$ cat config.mk
export PLATFORM = sky130hd
export DESIGN_NAME = wdog_steer
export DESIGN_NICKNAME = d
export VERILOG_FILES = /design/src/rtl/wdog_pkg.sv /design/src/rtl/wdog_kick_edge.sv /design/src/rtl/wdog_cfg_reg.sv /design/src/rtl/wdog_counter.sv /design/src/rtl/wdog_outputs.sv /design/src/rtl/wdog_steer.sv
export SDC_FILE = /design/constraint.sdc
export NUM_CORES = 1
export LEC_CHECK = 0
export BUFFER_PORTS_ARGS = -buffer_cell sky130_fd_sc_hd__buf_2
export CORE_MARGIN = 1
export CORE_UTILIZATION = 51
export DETAILED_ROUTE_END_ITERATION = 10
export GPL_ROUTABILITY_DRIVEN = 1
export PLACE_DENSITY = 0.77
export SYNTH_ARGS = -nofsm -noshare
export SYNTH_HDL_FRONTEND = slang
export SYNTH_SLANG_ARGS = --single-unit
export TNS_END_PERCENT = 10
$ cat constraint.sdc
create_clock -name clk -period 5.63 [get_ports clk]
set_input_delay 0 -clock clk [delete_from_list [all_inputs] [get_ports clk]]
set_output_delay 0 -clock clk [all_outputs]
set_load 0.01 [all_outputs]
$ cat src/rtl/wdog_pkg.sv
package wdog_pkg;

  typedef enum logic [1:0] {
    RES_SIXTEENTH = 2'b00,
    RES_QUARTER   = 2'b01,
    RES_ONE       = 2'b10,
    RES_FOUR      = 2'b11
  } wd_res_e;

  // ticks per resolution step: each code multiplies by four
  function automatic int unsigned res_ticks(input int unsigned code);
    return 32'd1 << (2 * code);
  endfunction

  function automatic int unsigned timeout_ticks(input int unsigned mult,
                                                input int unsigned code);
    return mult * res_ticks(code);
  endfunction

endpackage

$ cat src/rtl/wdog_kick_edge.sv
module wdog_kick_edge (
  input  logic clk,
  input  logic rst_n,
  input  logic kick_i,
  output logic edge_o
);
  logic kick_q;

  always_ff @(posedge clk or negedge rst_n) begin
    if (!rst_n) kick_q <= 1'b0;
    else        kick_q <= kick_i;
  end

  assign edge_o = kick_i ^ kick_q;
endmodule

$ cat src/rtl/wdog_cfg_reg.sv
module wdog_cfg_reg #(
  parameter int MULT_W = 5,
  parameter int RES_W  = 2
) (
  input  logic                        clk,
  input  logic                        rst_n,
  input  logic                        wr_i,
  input  logic [MULT_W+RES_W:0]       wdata_i,
  input  logic                        clr_i,
  output logic [MULT_W+RES_W:0]       rdata_o,
  output logic                        steer_o,
  output logic [MULT_W-1:0]           mult_o,
  output logic [RES_W-1:0]            res_o
);
  localparam int REG_W = 1 + MULT_W + RES_W;

  logic [REG_W-1:0] cfg_q;

  always_ff @(posedge clk or negedge rst_n) begin
    if (!rst_n)     cfg_q <= '0;
    else if (wr_i)  cfg_q <= wdata_i;
    else if (clr_i) cfg_q <= '0;
  end

  assign rdata_o = cfg_q;
  assign steer_o = cfg_q[REG_W-1];
  assign mult_o  = cfg_q[RES_W +: MULT_W];
  assign res_o   = cfg_q[RES_W-1:0];

  // a write is visible on the read-back bus in the next cycle
  a_r9_readback: assert property (@(posedge clk) disable iff (!rst_n)
    wr_i |=> rdata_o == $past(wdata_i));
endmodule

$ cat src/rtl/wdog_counter.sv
module wdog_counter
  import wdog_pkg::*;
#(
  parameter int MULT_W = 5,
  parameter int RES_W  = 2
) (
  input  logic              clk,
  input  logic              rst_n,
  input  logic              tick_i,
  input  logic              restart_i,
  input  logic [MULT_W-1:0] mult_i,
  input  logic [RES_W-1:0]  res_i,
  output logic              expire_o
);
  localparam int CNT_W = MULT_W + 2 * ((1 << RES_W) - 1);

  logic [CNT_W-1:0] cnt_q, limit;
  logic             armed;

  assign armed    = |mult_i;
  assign limit    = CNT_W'(timeout_ticks(32'(mult_i), 32'(res_i)));
  assign expire_o = armed && tick_i && !restart_i
                    && (cnt_q == limit - CNT_W'(1));

  always_ff @(posedge clk or negedge rst_n) begin
    if (!rst_n)                  cnt_q <= '0;
    else if (restart_i || !armed) cnt_q <= '0;
    else if (expire_o)           cnt_q <= '0;
    else if (tick_i)             cnt_q <= cnt_q + CNT_W'(1);
  end

  // while armed the tick count never reaches the limit
  a_r1_cnt_in_range: assert property (@(posedge clk) disable iff (!rst_n)
    armed |-> cnt_q < limit);
endmodule

$ cat src/rtl/wdog_outputs.sv
module wdog_outputs #(
  parameter int RST_PULSE_CYC = 4
) (
  input  logic clk,
  input  logic rst_n,
  input  logic expire_i,
  input  logic steer_i,
  input  logic flag_rd_i,
  output logic flag_o,
  output logic irq_o,
  output logic rst_o
);
  localparam int PW = $clog2(RST_PULSE_CYC + 1);

  logic [PW-1:0] pulse_q;

  always_ff @(posedge clk or negedge rst_n) begin
    if (!rst_n) begin
      flag_o  <= 1'b0;
      irq_o   <= 1'b0;
      pulse_q <= '0;
    end else begin
      if (expire_i)       flag_o <= 1'b1;
      else if (flag_rd_i) flag_o <= 1'b0;

      if (expire_i && !steer_i) irq_o <= 1'b1;
      else if (flag_rd_i)       irq_o <= 1'b0;

      if (expire_i && steer_i) pulse_q <= PW'(RST_PULSE_CYC);
      else if (pulse_q != '0)  pulse_q <= pulse_q - PW'(1);
    end
  end

  assign rst_o = pulse_q != '0;

  // the interrupt never stands without the flag
  a_r3_irq_has_flag: assert property (@(posedge clk) disable iff (!rst_n)
    irq_o |-> flag_o);
  // a read without a coinciding expiry clears the flag
  a_r7_read_clears: assert property (@(posedge clk) disable iff (!rst_n)
    flag_rd_i && !expire_i |=> !flag_o);
  // a started reset pulse lasts beyond its first cycle
  a_r2_pulse_holds: assert property (@(posedge clk) disable iff (!rst_n)
    (RST_PULSE_CYC > 1) && $rose(rst_o) |=> rst_o);
endmodule

$ cat src/rtl/wdog_steer.sv
module wdog_steer #(
  parameter int MULT_W        = 5,
  parameter int RES_W         = 2,
  parameter int RST_PULSE_CYC = 4
) (
  input  logic                  clk,
  input  logic                  rst_n,
  input  logic                  tick_i,
  input  logic                  wd_kick_i,
  input  logic                  cfg_wr_i,
  input  logic [MULT_W+RES_W:0] cfg_wdata_i,
  output logic [MULT_W+RES_W:0] cfg_rdata_o,
  input  logic                  flag_rd_i,
  output logic                  wd_flag_o,
  output logic                  wd_irq_o,
  output logic                  wd_rst_o
);
  logic              kick_edge, restart, expire, steer;
  logic [MULT_W-1:0] mult;
  logic [RES_W-1:0]  res;

  wdog_kick_edge u_edge (
    .clk(clk), .rst_n(rst_n), .kick_i(wd_kick_i), .edge_o(kick_edge)
  );

  assign restart = kick_edge | cfg_wr_i;

  wdog_cfg_reg #(.MULT_W(MULT_W), .RES_W(RES_W)) u_cfg (
    .clk(clk), .rst_n(rst_n), .wr_i(cfg_wr_i), .wdata_i(cfg_wdata_i),
    .clr_i(expire && steer), .rdata_o(cfg_rdata_o),
    .steer_o(steer), .mult_o(mult), .res_o(res)
  );

  wdog_counter #(.MULT_W(MULT_W), .RES_W(RES_W)) u_cnt (
    .clk(clk), .rst_n(rst_n), .tick_i(tick_i), .restart_i(restart),
    .mult_i(mult), .res_i(res), .expire_o(expire)
  );

  wdog_outputs #(.RST_PULSE_CYC(RST_PULSE_CYC)) u_out (
    .clk(clk), .rst_n(rst_n), .expire_i(expire), .steer_i(steer),
    .flag_rd_i(flag_rd_i), .flag_o(wd_flag_o), .irq_o(wd_irq_o),
    .rst_o(wd_rst_o)
  );

  // a reset pulse starts together with the wiped configuration
  a_r2_cfg_wiped: assert property (@(posedge clk) disable iff (!rst_n)
    $rose(wd_rst_o) |-> cfg_rdata_o == '0);
  // a zero multiplier never expires
  a_r4_disabled_quiet: assert property (@(posedge clk) disable iff (!rst_n)
    (mult == '0) |-> !expire);
  // a service edge pre-empts expiry in the same cycle
  a_r5_kick_blocks: assert property (@(posedge clk) disable iff (!rst_n)
    kick_edge |-> !expire);
endmodule

==> results_dict.tcl <==
set metrics [dict create \
    cts-buffers-inserted 3 \
    port_buffers 24 \
    track_usage_pct 20.4 \
    synth_ff_type "dfrtp_1" \
    routabilityCongestion 0.823 \
    drive_above_1_share_pct 12.9 \
    dieArea_mm2 0.00476 \
    fin_crit_sh_pct 77.0 \
    grt_overflow_total 0 \
    dr_wl_met3_um 76 \
    ys_ff_latch 25 \
    post-cts-setup-buffer-count 0 \
    synth.most_common_cell "inv_1" \
    rows 24 \
    grt_max_degree 26 \
    critPathSlowestCell "dfrtp_1" \
    leakagePower_nw 1.27 \
    status "finished, final reports clean" \
    worstPathArrival_ns 4.50 \
    ctsLongestPathBuffers 2 \
    highest_layer "met4" \
    netlist_area_mm2 0.00229 \
    tns_ns 0 \
    ant_nets 0 \
    die_x_um 69.0 \
    grt_pass1_wl_mm 8.00 \
    period_minus_slack_ns 4.33 \
    antennaDiodeCount 0 \
    path_cells "nor2b_1 > and2_1 > ha_1 > inv_1 > fa_1 > fa_1 > inv_1 > ha_1 > nand3_1 > o211a_1 > xnor2_1 > nand4bb_4 > nor4b_4 > nand4_4 > a22o_1" \
    clk_pin_slew_ns 0.09 \
    vias 1827 \
    synth_nets 295 \
    ys_warn_count 0 \
    worst_pin_slew_ns 0.549 \
    max_clock_freq_mhz 231 \
    drv_cap 0 \
    worstPathRequired_ns 5.80 \
    path_class "register to register" \
    cts.sinks 25 \
    ys_top_cells_by_area "dfrtp_1 (27%), ha_1 (12%), fa_1 (7.9%)" \
    wl_met2_mm 2.22 \
    via_per_inst 5.52 \
    insertion_delay_ns 0.27 \
    maxSlewViolCount 0 \
    fin_skew_ns 0.00351 \
    hold_class "primary input to register" \
    io_pins 25 \
    coreArea_mm2 0.00432 \
    dp.cells 317 \
    wirelength_mm 4.55 \
    syn2layout_area_growth_pct 12.7 \
    synth_top_area_cell "dfrtp_1" \
    fp.dieH_um 69.0 \
    drc 0 \
    relSlewSlack_pct 63.3 \
    m1WireLength_mm 2.21 \
    cts_max_level 1 \
    utilization_pct 59.7 \
    cts_tree "done" \
    critPathLaunchType "register" \
    syn_avg_cell_area_um2 9.16 \
    finalPower_w 0.000657 \
    hold_viol 0 \
    final_cells 331 \
    path_max_fanout 14 \
    pwr_density_cell_mw_per_mm2 254 \
    nNetsFinal 325 \
    setup_viol 0 \
    wl_per_cell_um 13.7 \
    initial_core_util_pct 53.0 \
    yosysUniqueCellTypes 41 \
    dp_hpwl_mm 3.53 \
    grt_pass1_vias 1717 \
    synth_common_cells "inv_1 (26), dfrtp_1 (25), ha_1 (22)" \
    cpPeakStageDelay_ns 0.53 \
    nFillCells 406 \
    synth_edf_count 0 \
    synth_top_area_share_pct 27.3 \
    first_pass_iters 4 \
    cp-end-kind "register" \
    drt_iter0_drc 64 \
    whs_ns 0.0392 \
    cts_root_buffer "clkbuf_8" \
    grt_setup_unrepaired "no" \
    synth_cells 250 \
    antenna_found_initial 0 \
    ys_seq_area_share_pct 27.3 \
    ir_drop_mv 0.223 \
    async_flop_share_pct 100 \
]
-- stage by stage --
step	instance area (µm²)	worst slack, ns
after global routing	2580	1.00
after CTS	2580	1.29
final	2580	1.30
after floorplan	2290	1.54
after global placement	2430	1.37
after detailed placement	2430	1.32
-- cell usage in the layout (no fill, tap or decap), types with 2 or more instances in the layout --
| cell | count |
|---|---|
| a211oi_2 | 2 |
| a21oi_1 | 9 |
| a22o_1 | 7 |
| and2_1 | 8 |
| and3_1 | 14 |
| buf_2 | 24 |
| clkbuf_8 | 3 |
| dfrtp_1 | 25 |
| dlygate4sd3_1 | 10 |
| fa_1 | 9 |
| ha_1 | 22 |
| inv_1 | 26 |
| nand2_1 | 12 |
| nand2b_1 | 3 |
| nand3_1 | 14 |
| nand3b_1 | 2 |
| nor2_1 | 11 |
| nor2b_1 | 9 |
| nor3_1 | 8 |
| nor4_1 | 6 |
| o211a_1 | 2 |
| o21ai_0 | 14 |
| xnor2_1 | 10 |
| xor2_1 | 11 |
-- cell type report --
class	instances	area, µm²	share of cell area [%]
sequential	25	626	24.2
multi-input combinational	190	1520	59.0
tap	52	65.1	2.52
inverter	26	97.6	3.78
timing repair buffer	34	220	8.53
clock inverter	1	7.51	0.291
clock buffer	3	41.3	1.60
-- power breakdown --
part | internal [W] | switching [W]
clock | 0.0000501 | 0.0000567
combinational | 0.000152 | 0.000181
sequential | 0.000197 | 0.0000195
total | 0.000399 | 0.000257
-- cells by family (layout without fill, tap and decap cells) --
kind of cell / after synthesis / count (layout) / share of synthesized area, %
xor gates and xnor gates: 22 / 22 / 8.74
buffers and inverters: 35 / 64 / 6.12
muxes: 1 / 1 / 0.437
and+or+nand+nor: 95 / 95 / 25.6
adders and majority gates: 31 / 31 / 19.9
DFF: 25 / 25 / 27.3
AOI/OAI and AO/OA: 41 / 41 / 11.9
-- worst max-delay path: cells and delay by family, from the launching register on --
family | cells | cell delay, ns
buf+inv | 2 | 0.09
simple gates | 6 | 1.42
xor+xnor | 1 | 0.15
flops | 1 | 0.53
compound gates | 2 | 0.53
fa+ha+maj | 4 | 1.51
-- metal layers --
layer	GRT usage, %	up-vias
met5	0	-
met4	4.54	0
met2	32.6	22
li1	-	924
met1	30.0	874
met3	1.90	7
-- registers in the layout (all words and copies together), names as in the netlist --
signal         cells
u_cnt.cnt_q       11
u_cfg.rdata_o      8
u_out.pulse_q      3
u_edge.kick_q      1
u_out.flag_o       1
u_out.irq_o        1
-- what timing repair did --
| action | 4_1_cts | 5_1_grt |
|---|---|---|
| endpoints found under the hold margin | 35 | 0 |
| hold buffers | 10 | 0 |
| resized for setup | 0 | 0 |
-- final timing paths --
check                                 start                to  slack (ns)  depth (start not counted)
max in group asynchronous             rst_n  u_cfg.rdata_o[6]        5.03                          2
hold reg to reg                u_out.flag_o      u_out.flag_o        0.54                          2
min in group asynchronous             rst_n  u_cfg.rdata_o[3]        0.24                          2
hold / removal               cfg_wdata_i[7]  u_cfg.rdata_o[7]        0.04                          3
setup / recovery           u_cfg.rdata_o[1]  u_cfg.rdata_o[0]        1.30                         15
setup reg to reg           u_cfg.rdata_o[1]  u_cfg.rdata_o[0]        1.30                         15
No activity file was read; power rests on OpenSTA's default activity.
